### src/rtl/adc_seq_pkg.sv
package adc_seq_pkg;

  typedef enum logic [1:0] {
    ST_IDLE   = 2'd0,
    ST_START  = 2'd1,
    ST_SAMPLE = 2'd2,
    ST_CONV   = 2'd3
  } seq_st_t;

  // configuration word, bit 0 at the bottom
  typedef struct packed {
    logic       ovw;      // [10] replace an unread result
    logic [1:0] avg_cnt;  // [9:8] 4,8,16,32 samples
    logic       avg_en;   // [7]
    logic [1:0] lsel;     // [6:5] window position in group
    logic       lng;      // [4] upper window group
    logic [1:0] div;      // [3:2] tick divider code
    logic [1:0] res;      // [1:0] result width code
  } cfg_t;

  localparam int CFG_W = $bits(cfg_t);

  // sample window length in ticks
  function automatic logic [4:0] win_ticks(input logic lng, input logic [1:0] sel);
    return lng ? (5'd13 + {1'b0, sel, 2'b00}) : (5'd3 + {2'b00, sel, 1'b0});
  endfunction

  // log2 of averaged sample count
  function automatic logic [2:0] avg_shift(input logic en, input logic [1:0] cnt);
    return en ? ({1'b0, cnt} + 3'd2) : 3'd0;
  endfunction

endpackage

### src/rtl/adc_seq_clkdiv.sv
module adc_seq_clkdiv #(
  parameter int DIV_W = 2,
  localparam int PRE_W = (1 << DIV_W) - 1
) (
  input  logic             clk,
  input  logic             rst_n,
  input  logic             restart,
  input  logic [DIV_W-1:0] div,
  output logic             tick
);
  logic [PRE_W-1:0] pre;
  logic [PRE_W:0]   one_sh;
  logic [PRE_W-1:0] lim;

  assign one_sh = (PRE_W + 1)'(1) << div;
  assign lim    = PRE_W'(one_sh - 1'b1);
  assign tick   = (pre == lim);

  always_ff @(posedge clk or negedge rst_n) begin
    if (!rst_n)       pre <= '0;
    else if (restart) pre <= '0;
    else if (tick)    pre <= '0;
    else              pre <= pre + 1'b1;
  end
endmodule

### src/rtl/adc_seq_core.sv
module adc_seq_core
  import adc_seq_pkg::*;
#(
  parameter int SMP_W     = 12,
  parameter int BASE_CYC  = 25,
  parameter int START_CYC = 6,
  parameter int MAX_LOG   = 5,
  localparam int CNT_W = $clog2(BASE_CYC),
  localparam int ACC_W = SMP_W + MAX_LOG,
  localparam int NW    = MAX_LOG
) (
  input  logic             clk,
  input  logic             rst_n,
  input  logic             tick,
  input  logic             cmd_conv,
  input  logic             cmd_stop,
  input  logic             cmd_cal,
  input  logic [1:0]       res,
  input  logic             lng,
  input  logic [1:0]       lsel,
  input  logic             avg_en,
  input  logic [1:0]       avg_cnt,
  input  logic [SMP_W-1:0] smp_data,
  output logic             smp_strobe,
  output logic             res_vld,
  output logic [SMP_W-1:0] res_val,
  output logic             cal_end,
  output logic             cal_abort,
  output logic             busy,
  output logic             cal_busy
);
  localparam int M8  = SMP_W - 8;
  localparam int M10 = SMP_W - 10;

  seq_st_t          st;
  logic [CNT_W-1:0] cnt;
  logic [NW-1:0]    nleft;
  logic [ACC_W-1:0] acc;
  logic [2:0]       sh_q, sh_new;
  logic [4:0]       win_q;
  logic [1:0]       res_q;
  logic             cal_q;

  logic             launch, fin, last_tick;
  logic [ACC_W-1:0] sum_n, avg;
  logic [SMP_W-1:0] mask;

  assign busy      = (st != ST_IDLE);
  assign cal_busy  = busy && cal_q;
  assign cal_abort = cmd_conv && cal_busy;
  assign launch    = cmd_cal || (cmd_conv && !cal_busy);
  assign last_tick = tick && (cnt == '0);
  assign smp_strobe = (st == ST_CONV) && last_tick;
  assign fin       = smp_strobe && (nleft == '0);
  assign res_vld   = fin && !cal_q;
  assign cal_end   = fin && cal_q;

  assign sh_new = cmd_cal ? 3'(MAX_LOG) : avg_shift(avg_en, avg_cnt);
  assign sum_n  = acc + ACC_W'(smp_data);
  assign avg    = sum_n >> sh_q;
  assign mask   = (res_q == 2'd0) ? ({SMP_W{1'b1}} >> M8)
                : (res_q == 2'd1) ? ({SMP_W{1'b1}} >> M10)
                :                   {SMP_W{1'b1}};
  assign res_val = avg[SMP_W-1:0] & mask;

  always_ff @(posedge clk or negedge rst_n) begin
    if (!rst_n) begin
      st    <= ST_IDLE;
      cnt   <= '0;
      nleft <= '0;
      acc   <= '0;
      sh_q  <= '0;
      win_q <= '0;
      res_q <= '0;
      cal_q <= 1'b0;
    end else if (launch) begin
      st    <= ST_START;
      cnt   <= CNT_W'(START_CYC - 1);
      acc   <= '0;
      sh_q  <= sh_new;
      nleft <= NW'(((NW + 1)'(1) << sh_new) - (NW + 1)'(1));
      win_q <= win_ticks(lng, lsel);
      res_q <= res;
      cal_q <= cmd_cal;
    end else if (cmd_stop || cmd_conv) begin
      // stop request, or conversion request that aborts calibration
      st    <= ST_IDLE;
      cal_q <= 1'b0;
    end else if (tick) begin
      unique case (st)
        ST_START: begin
          if (cnt == '0) begin
            st  <= ST_SAMPLE;
            cnt <= CNT_W'(win_q - 5'd1);
          end else cnt <= cnt - 1'b1;
        end
        ST_SAMPLE: begin
          if (cnt == '0) begin
            st  <= ST_CONV;
            cnt <= CNT_W'(BASE_CYC - 1);
          end else cnt <= cnt - 1'b1;
        end
        ST_CONV: begin
          if (cnt == '0) begin
            acc <= sum_n;
            if (nleft == '0) begin
              st    <= ST_IDLE;
              cal_q <= 1'b0;
            end else begin
              nleft <= nleft - 1'b1;
              st    <= ST_SAMPLE;
              cnt   <= CNT_W'(win_q - 5'd1);
            end
          end else cnt <= cnt - 1'b1;
        end
        default: ;
      endcase
    end
  end
endmodule

### src/rtl/adc_seq_regs.sv
module adc_seq_regs
  import adc_seq_pkg::*;
#(
  parameter int AW     = 3,
  parameter int DW     = 32,
  parameter int SMP_W  = 12,
  parameter int CHAN_W = 5,
  localparam logic [CHAN_W-1:0] OFF_CODE = {CHAN_W{1'b1}}
) (
  input  logic              clk,
  input  logic              rst_n,
  input  logic              wr_en,
  input  logic              rd_en,
  input  logic [AW-1:0]     addr,
  input  logic [DW-1:0]     wdata,
  output logic [DW-1:0]     rdata,
  input  logic              res_vld,
  input  logic [SMP_W-1:0]  res_val,
  input  logic              cal_end,
  input  logic              cal_abort,
  input  logic              cal_busy,
  output cfg_t              cfg,
  output logic [CHAN_W-1:0] chan,
  output logic              ie,
  output logic              cmd_conv,
  output logic              cmd_stop,
  output logic              cmd_cal,
  output logic              done,
  output logic [SMP_W-1:0]  result,
  output logic              calfail
);
  localparam logic [AW-1:0] A_CH   = AW'(0);
  localparam logic [AW-1:0] A_STAT = AW'(1);
  localparam logic [AW-1:0] A_RES  = AW'(2);
  localparam logic [AW-1:0] A_CFG  = AW'(3);
  localparam logic [AW-1:0] A_GCTL = AW'(4);
  localparam logic [AW-1:0] A_GST  = AW'(5);
  localparam int IE_BIT  = 7;
  localparam int CAL_BIT = 7;

  logic ch_wr, rd_clr;
  logic unused_wbits;

  assign unused_wbits = ^wdata[DW-1:CFG_W];
  assign ch_wr    = wr_en && (addr == A_CH);
  assign cmd_conv = ch_wr && (wdata[CHAN_W-1:0] != OFF_CODE);
  assign cmd_stop = ch_wr && (wdata[CHAN_W-1:0] == OFF_CODE);
  assign cmd_cal  = wr_en && (addr == A_GCTL) && wdata[CAL_BIT];
  assign rd_clr   = rd_en && (addr == A_RES);

  always_ff @(posedge clk or negedge rst_n) begin
    if (!rst_n) begin
      cfg  <= '0;
      chan <= '0;
      ie   <= 1'b0;
    end else begin
      if (ch_wr) begin
        chan <= wdata[CHAN_W-1:0];
        ie   <= wdata[IE_BIT];
      end
      if (wr_en && (addr == A_CFG)) cfg <= cfg_t'(wdata[CFG_W-1:0]);
    end
  end

  always_ff @(posedge clk or negedge rst_n) begin
    if (!rst_n) begin
      done    <= 1'b0;
      result  <= '0;
      calfail <= 1'b0;
    end else begin
      if (res_vld && (!done || cfg.ovw)) begin
        result <= res_val;
        done   <= 1'b1;
      end else if (cal_end) begin
        done <= 1'b1;
      end else if (rd_clr) begin
        done <= 1'b0;
      end
      if (cmd_cal)        calfail <= 1'b0;
      else if (cal_abort) calfail <= 1'b1;
    end
  end

  always_comb begin
    rdata = '0;
    unique case (addr)
      A_CH:   rdata = DW'({ie, 2'b00, chan});
      A_STAT: rdata = DW'(done);
      A_RES:  rdata = DW'(result);
      A_CFG:  rdata = DW'(cfg);
      A_GST:  rdata = DW'({calfail, cal_busy});
      default: rdata = '0;
    endcase
  end
endmodule

### src/rtl/adc_seq.sv
module adc_seq
  import adc_seq_pkg::*;
#(
  parameter int AW        = 3,
  parameter int DW        = 32,
  parameter int SMP_W     = 12,
  parameter int CHAN_W    = 5,
  parameter int BASE_CYC  = 25,
  parameter int START_CYC = 6,
  parameter int MAX_LOG   = 5
) (
  input  logic              clk,
  input  logic              rst_n,
  input  logic              wr_en,
  input  logic              rd_en,
  input  logic [AW-1:0]     addr,
  input  logic [DW-1:0]     wdata,
  output logic [DW-1:0]     rdata,
  output logic              smp_strobe,
  input  logic [SMP_W-1:0]  smp_data,
  output logic [CHAN_W-1:0] chan_sel,
  output logic              irq
);
  cfg_t             cfg_w;
  logic             ie, done, calfail;
  logic             cmd_conv, cmd_stop, cmd_cal;
  logic             res_vld, cal_end, cal_abort, busy, cal_busy, tick;
  logic [SMP_W-1:0] res_val, result;

  adc_seq_regs #(
    .AW(AW), .DW(DW), .SMP_W(SMP_W), .CHAN_W(CHAN_W)
  ) u_regs (
    .clk(clk), .rst_n(rst_n), .wr_en(wr_en), .rd_en(rd_en), .addr(addr),
    .wdata(wdata), .rdata(rdata), .res_vld(res_vld), .res_val(res_val),
    .cal_end(cal_end), .cal_abort(cal_abort), .cal_busy(cal_busy),
    .cfg(cfg_w), .chan(chan_sel), .ie(ie), .cmd_conv(cmd_conv),
    .cmd_stop(cmd_stop), .cmd_cal(cmd_cal), .done(done), .result(result),
    .calfail(calfail)
  );

  adc_seq_clkdiv #(.DIV_W(2)) u_div (
    .clk(clk), .rst_n(rst_n), .restart(cmd_conv || cmd_cal),
    .div(cfg_w.div), .tick(tick)
  );

  adc_seq_core #(
    .SMP_W(SMP_W), .BASE_CYC(BASE_CYC), .START_CYC(START_CYC), .MAX_LOG(MAX_LOG)
  ) u_core (
    .clk(clk), .rst_n(rst_n), .tick(tick), .cmd_conv(cmd_conv),
    .cmd_stop(cmd_stop), .cmd_cal(cmd_cal), .res(cfg_w.res), .lng(cfg_w.lng),
    .lsel(cfg_w.lsel), .avg_en(cfg_w.avg_en), .avg_cnt(cfg_w.avg_cnt),
    .smp_data(smp_data), .smp_strobe(smp_strobe), .res_vld(res_vld),
    .res_val(res_val), .cal_end(cal_end), .cal_abort(cal_abort),
    .busy(busy), .cal_busy(cal_busy)
  );

  assign irq = done && ie;
endmodule

### config.mk
export PLATFORM = sky130hd
export DESIGN_NAME = adc_seq
export DESIGN_NICKNAME = d
export VERILOG_FILES = /design/src/rtl/adc_seq_pkg.sv /design/src/rtl/adc_seq_clkdiv.sv /design/src/rtl/adc_seq_core.sv /design/src/rtl/adc_seq_regs.sv /design/src/rtl/adc_seq.sv
export SDC_FILE = /design/constraint.sdc
export NUM_CORES = 1
export LEC_CHECK = 0
export CORE_MARGIN = 2
export CORE_UTILIZATION = 35
export DETAILED_ROUTE_END_ITERATION = 8
export GPL_TIMING_DRIVEN = 0
export SLEW_MARGIN = 20
export SYNTH_ARGS = -nofsm -noshare
export SYNTH_HDL_FRONTEND = slang
export SYNTH_HIERARCHICAL = 1
export SYNTH_SLANG_ARGS = --single-unit
### constraint.sdc
create_clock -name clk -period 3.4 [get_ports clk]
set_clock_uncertainty 0.05 [all_clocks]
set_input_delay 0.68 -clock clk [delete_from_list [all_inputs] [get_ports clk]]
set_output_delay 0.68 -clock clk [all_outputs]
set_load 0.005 [all_outputs]
-- Word level (Yosys, flattened, before mapping)
Index checks and enable logic that the tools add are counted.
W data, S select, Z words.
- register bits after elaboration: 74
- output and inout bits: 39
- add/sub/neg operators: 10
- shift-type cells: 3
- bitwise gates (word level): 1
- reductions and logical operators: 45
- eq/ne operators: 18
- multiplexer cells: 46
- operators by type and width (cell ; number):
    $mux W17 ; 5
    $mux W5 ; 14
    $pmux W12 S5 ; 1
    $mux W12 ; 2
    $add A17 B12 Y17 ; 1
    $logic_and A1 B1 Y1 ; 17
    $shr A17 B3 Y12 ; 1
    $pmux W5 S3 ; 1
    $reduce_bool A3 Y1 ; 5
    $sub A5 B1 Y5 const B ; 3
    $mux W2 ; 7
    $and A12 B12 Y12 ; 1
    $mux W3 ; 4
    $reduce_and A4 Y1 ; 3
    $mux W1 ; 11
    $logic_not A5 Y1 ; 2
    $reduce_and A5 Y1 ; 2
    $reduce_bool A2 Y1 ; 5
    $ne A4 B1 Y1 const B ; 2
    $ne A4 B3 Y1 const B ; 2
    $eq A3 B2 Y1 const B ; 2
    $eq A3 B3 Y1 const B ; 2
    $pmux W2 S3 ; 1
    $add A4 B4 Y5 const A ; 1
    20 further kinds ; 28

-- Longest topological paths before layout
- depth after elaboration: 9
- depth in mapped cells: 11
- depth with buffers taken out: 11

-- Cells and area by module
The synthesis kept the hierarchy.
- modules (own cells, without submodules) (module ; times used ; cells each ; area an instance (um^2) ; sequential area each (um^2)):
    adc_seq_core ; 1 ; 423 ; 3499.6 ; 1001.0
    adc_seq_regs ; 1 ; 141 ; 1730.4 ; 775.7
    adc_seq_clkdiv ; 1 ; 15 ; 191.4 ; 75.1
    adc_seq ; 1 ; 2 ; 12.5 ; 0.0

-- Least setup slack after synthesis
OpenSTA, ideal clock, no wires.
- path type: input port to flip-flop
- start: in smp_data[0]
- end: reg u_regs.result[2]
- arrival time: 3.142 ns
- stages on the path: 10
- data required time: 3.225 ns
- library setup time: 0.125 ns
- slack: 0.084 ns
- path through: ha_1 fa_1 a21o_1 a221oi_2 o21bai_1 a21oi_2 xor2_2 mux2i_1 mux4_1 mux2_2
- cells in the longest elaborated chain, start to end: 3
- ends and longest elaborated chain (element ; line ; RTL):
    start: declaration ; adc_seq.sv:20 ; input logic [SMP_W-1:0] smp_data,
    $add A17 B12 Y17 ; adc_seq_core.sv:59 ; assign sum_n = acc + ACC_W'(smp_data);
    $shr A17 B3 Y12 ; adc_seq_core.sv:60 ; assign avg = sum_n >> sh_q;
    $and A12 B12 Y12 ; adc_seq_core.sv:64 ; assign res_val = avg[SMP_W-1:0] & mask;
    via res_val[2] ; adc_seq.sv:28 ; logic [SMP_W-1:0] res_val, result;
    end signal: assignment ; adc_seq_regs.sv:72 ; result <= res_val;
    end: declaration ; adc_seq_regs.sv:29 ; output logic [SMP_W-1:0] result,
The timed path passes the listed nets, and every way through them passes these cells.
A chain may end at the register's enable or synchronous reset.

-- Worst setup path in the final report
- start: in smp_data[6]
- end: reg u_regs.result[6]
The elaborated chain is that of the path after synthesis.

==> results.sh <==
export IMPL_wl_um=14300
export IMPL_grtUsageTotal_pct=17.6
export IMPL_timing_rr_end="u_regs/result[2]"
export IMPL_initial_core_util_pct=35.7
export IMPL_cts_tree="done"
export IMPL_slew_limit_headroom_pct=54.3
export IMPL_ir_drop_uv=431
export IMPL_grt_max_degree=51
export IMPL_crit_family="multiplexers"
export IMPL_htree_levels=3
export IMPL_worstPathCellList="clkdlybuf4s50_1 > ha_1 > a21oi_2 > o21a_1 > nand2_1 > o211a_1 > buf_4 > nor4_1 > nor3_1 > mux4_2 > mux2_2"
export IMPL_worstPathArrival_ns=3.47
export IMPL_antennaDiodeCount=0
export IMPL_root_buffer="clkbuf_16"
export IMPL_drt_iter0_drc=443
export IMPL_layout_setup_ws_ns=0.104
export IMPL_final_util_pct=44.3
export IMPL_dp_hpwl_um=10600
export IMPL_r2r_start="u_core/acc[0]"
export IMPL_setup_viol=0
export IMPL_core_rowCount=45
export IMPL_critPathMaxFanout=6
export IMPL_reg2reg_slack_ns=0.26
export IMPL_hold_viol=0
export IMPL_fin_tns_setup_ns=0
export IMPL_gr_total_overflow=0
export IMPL_finalNetCount=743
export IMPL_routed_via_density=5.40
export IMPL_die_w_um=129
export IMPL_ant_nets=0
export IMPL_tightest_slew_ns=0.685
export IMPL_max_stage_delay_ns=0.50
export IMPL_antenna_found_initial=0
export IMPL_yosysWarnings=6
export IMPL_cts_buffers=9
export IMPL_grt_pass1_vias=4644
export IMPL_cts_max_path_buffers=2
export IMPL_cp_start_kind="primary input"
export IMPL_maxSlewViolCount=0
export IMPL_maxCapViolCount=0
export IMPL_critPathCaptureType="register"
export IMPL_fin_crit_sh_pct=96.9
export IMPL_ioPinCount=90
export IMPL_rr_worst_depth=10
export IMPL_synth_cells=580
export IMPL_clk_insertion_delay_late_ns=0.34
export IMPL_dr_pass1_iters=5
export IMPL_critPathBufInv=2
export IMPL_crit_path_top_delay_cell="mux4_2"
export IMPL_clkTransAtPathRegs_ns=0.06
export IMPL_min_period_ns=3.30
export IMPL_syn_to_final_growth_pct=24.0
export IMPL_gp_congestion=0.886
export IMPL_fp_coreArea_mm2=0.0152
export IMPL_routed_via_count=4642
export IMPL_p_leak_nw=3.02
export IMPL_grt_pass1_wl_um=23200
export IMPL_cp_required_ns=3.58
export IMPL_hold_path_class="in -> async"
export IMPL_wl_per_cell_um=16.7
export IMPL_route_detailed_drc=0
export IMPL_dp_slack_ns=-0.801
export IMPL_crit_type="in -> reg"
export IMPL_dieArea_mm2=0.0165
export IMPL_syn_area_per_cell_um2=9.36
export IMPL_status="complete, no violations"
export IMPL_port_buffers=48
export IMPL_fp_dieH_um=129
export IMPL_layout_drive_gt1_share_pct=21.6
export IMPL_clock_fmax_mhz=303
export IMPL_power_density_mw_per_mm2=506
export IMPL_cts_sinks=74
export IMPL_syn_cell_area_mm2=0.00543
-- how the worst max path moves through the flow --
stage | from | to | slack [ns] | cells after the start
2_1_floorplan | smp_data[0] | u_regs/result[2] | 0.08 | 10
3_3_place_gp | rst_n | u_regs/chan[2] | -1.02 | 1
3_5_place_dp | smp_data[0] | u_regs/result[2] | -0.80 | 11
4_1_cts | u_regs/cfg[2] | smp_strobe | 0.03 | 6
5_1_grt | smp_data[1] | u_regs/result[2] | -0.01 | 10
6_report | smp_data[6] | u_regs/result[6] | 0.10 | 11
-- timing repair --
action | in CTS | in global routing
endpoints found under the setup margin | 12 | 10
hold buffers | 0 | 0
pin swaps | 10 | 9
gates resized for setup | 13 | 22
buffers inserted | 3 | 5
-- where the power goes --
group          total [mW]  switching [mW]  internal (mW)  leakage (nW)
clock network       0.963           0.377          0.586         0.149
registers            1.26           0.201           1.05         0.934
logic                1.19           0.608          0.584          1.94
-- cell usage in the layout, fill, tap and decap left out, types with 5 or more instances in the layout --
cell / instances
dfrtp_1: 74
nor2_1: 56
nand2_1: 54
clkdlybuf4s50_1: 42
a21oi_1: 34
buf_4: 31
o21ai_0: 26
mux2_2: 24
conb_1: 21
inv_1: 20
ha_1: 20
mux2i_1: 19
xnor2_1: 13
clkbuf_1: 12
nor3_1: 12
mux2_4: 11
clkbuf_16: 9
nand4_1: 9
nand3_1: 8
clkbuf_8: 7
o211ai_1: 7
or3_1: 7
xor2_1: 6
nand3b_1: 6
a21oi_2: 5
a211oi_1: 5
nand2b_1: 5
a22oi_1: 5
-- stage by stage --
step           hold WS (ns)  instances  instance area [um^2]  power (mW)
6_report              0.201        859                  6730        3.41
3_5_place_dp          0.443        836                  6240        2.41
3_3_place_gp          0.427        835                  6220        2.36
4_1_cts               0.210        855                  6590        3.41
5_1_grt               0.228        859                  6730        3.63
2_1_floorplan         0.334        599                  5500        2.05
-- state kept, by name (all words and copies together), names as in the netlist --
name            flops
u_core/st           2
u_core/sh_q         3
u_regs/done         1
u_core/acc         17
u_core/cal_q        1
u_core/win_q        5
u_regs/cfg         11
u_div/pre           3
u_core/nleft        5
u_core/cnt          5
u_core/res_q        2
u_regs/calfail      1
u_regs/result      12
u_regs/ie           1
u_regs/chan         5
-- layout make-up --
| type | count | area (um^2) |
|---|---|---|
| inverters | 21 | 78.8 |
| clock inverters | 5 | 53.8 |
| well taps | 188 | 235 |
| clock buffers | 11 | 243 |
| fillers | 1454 | 8470 |
| plain buffers | 46 | 339 |
| flip-flops and latches | 74 | 1850 |
| multi-input cells | 457 | 3360 |
| repair buffers | 57 | 571 |
-- per-layer routing --
metal / track usage (%) / part of all wire [%] / vias to the layer above
met5: 0 / 0 / -
met4: 4.99 / 1.9 / 0
met3: 3.99 / 5.1 / 21
met2: 28.4 / 46 / 143
met1: 23.8 / 47 / 2260
li1: - / - / 2218
No activity file was read; power rests on OpenSTA's default activity.
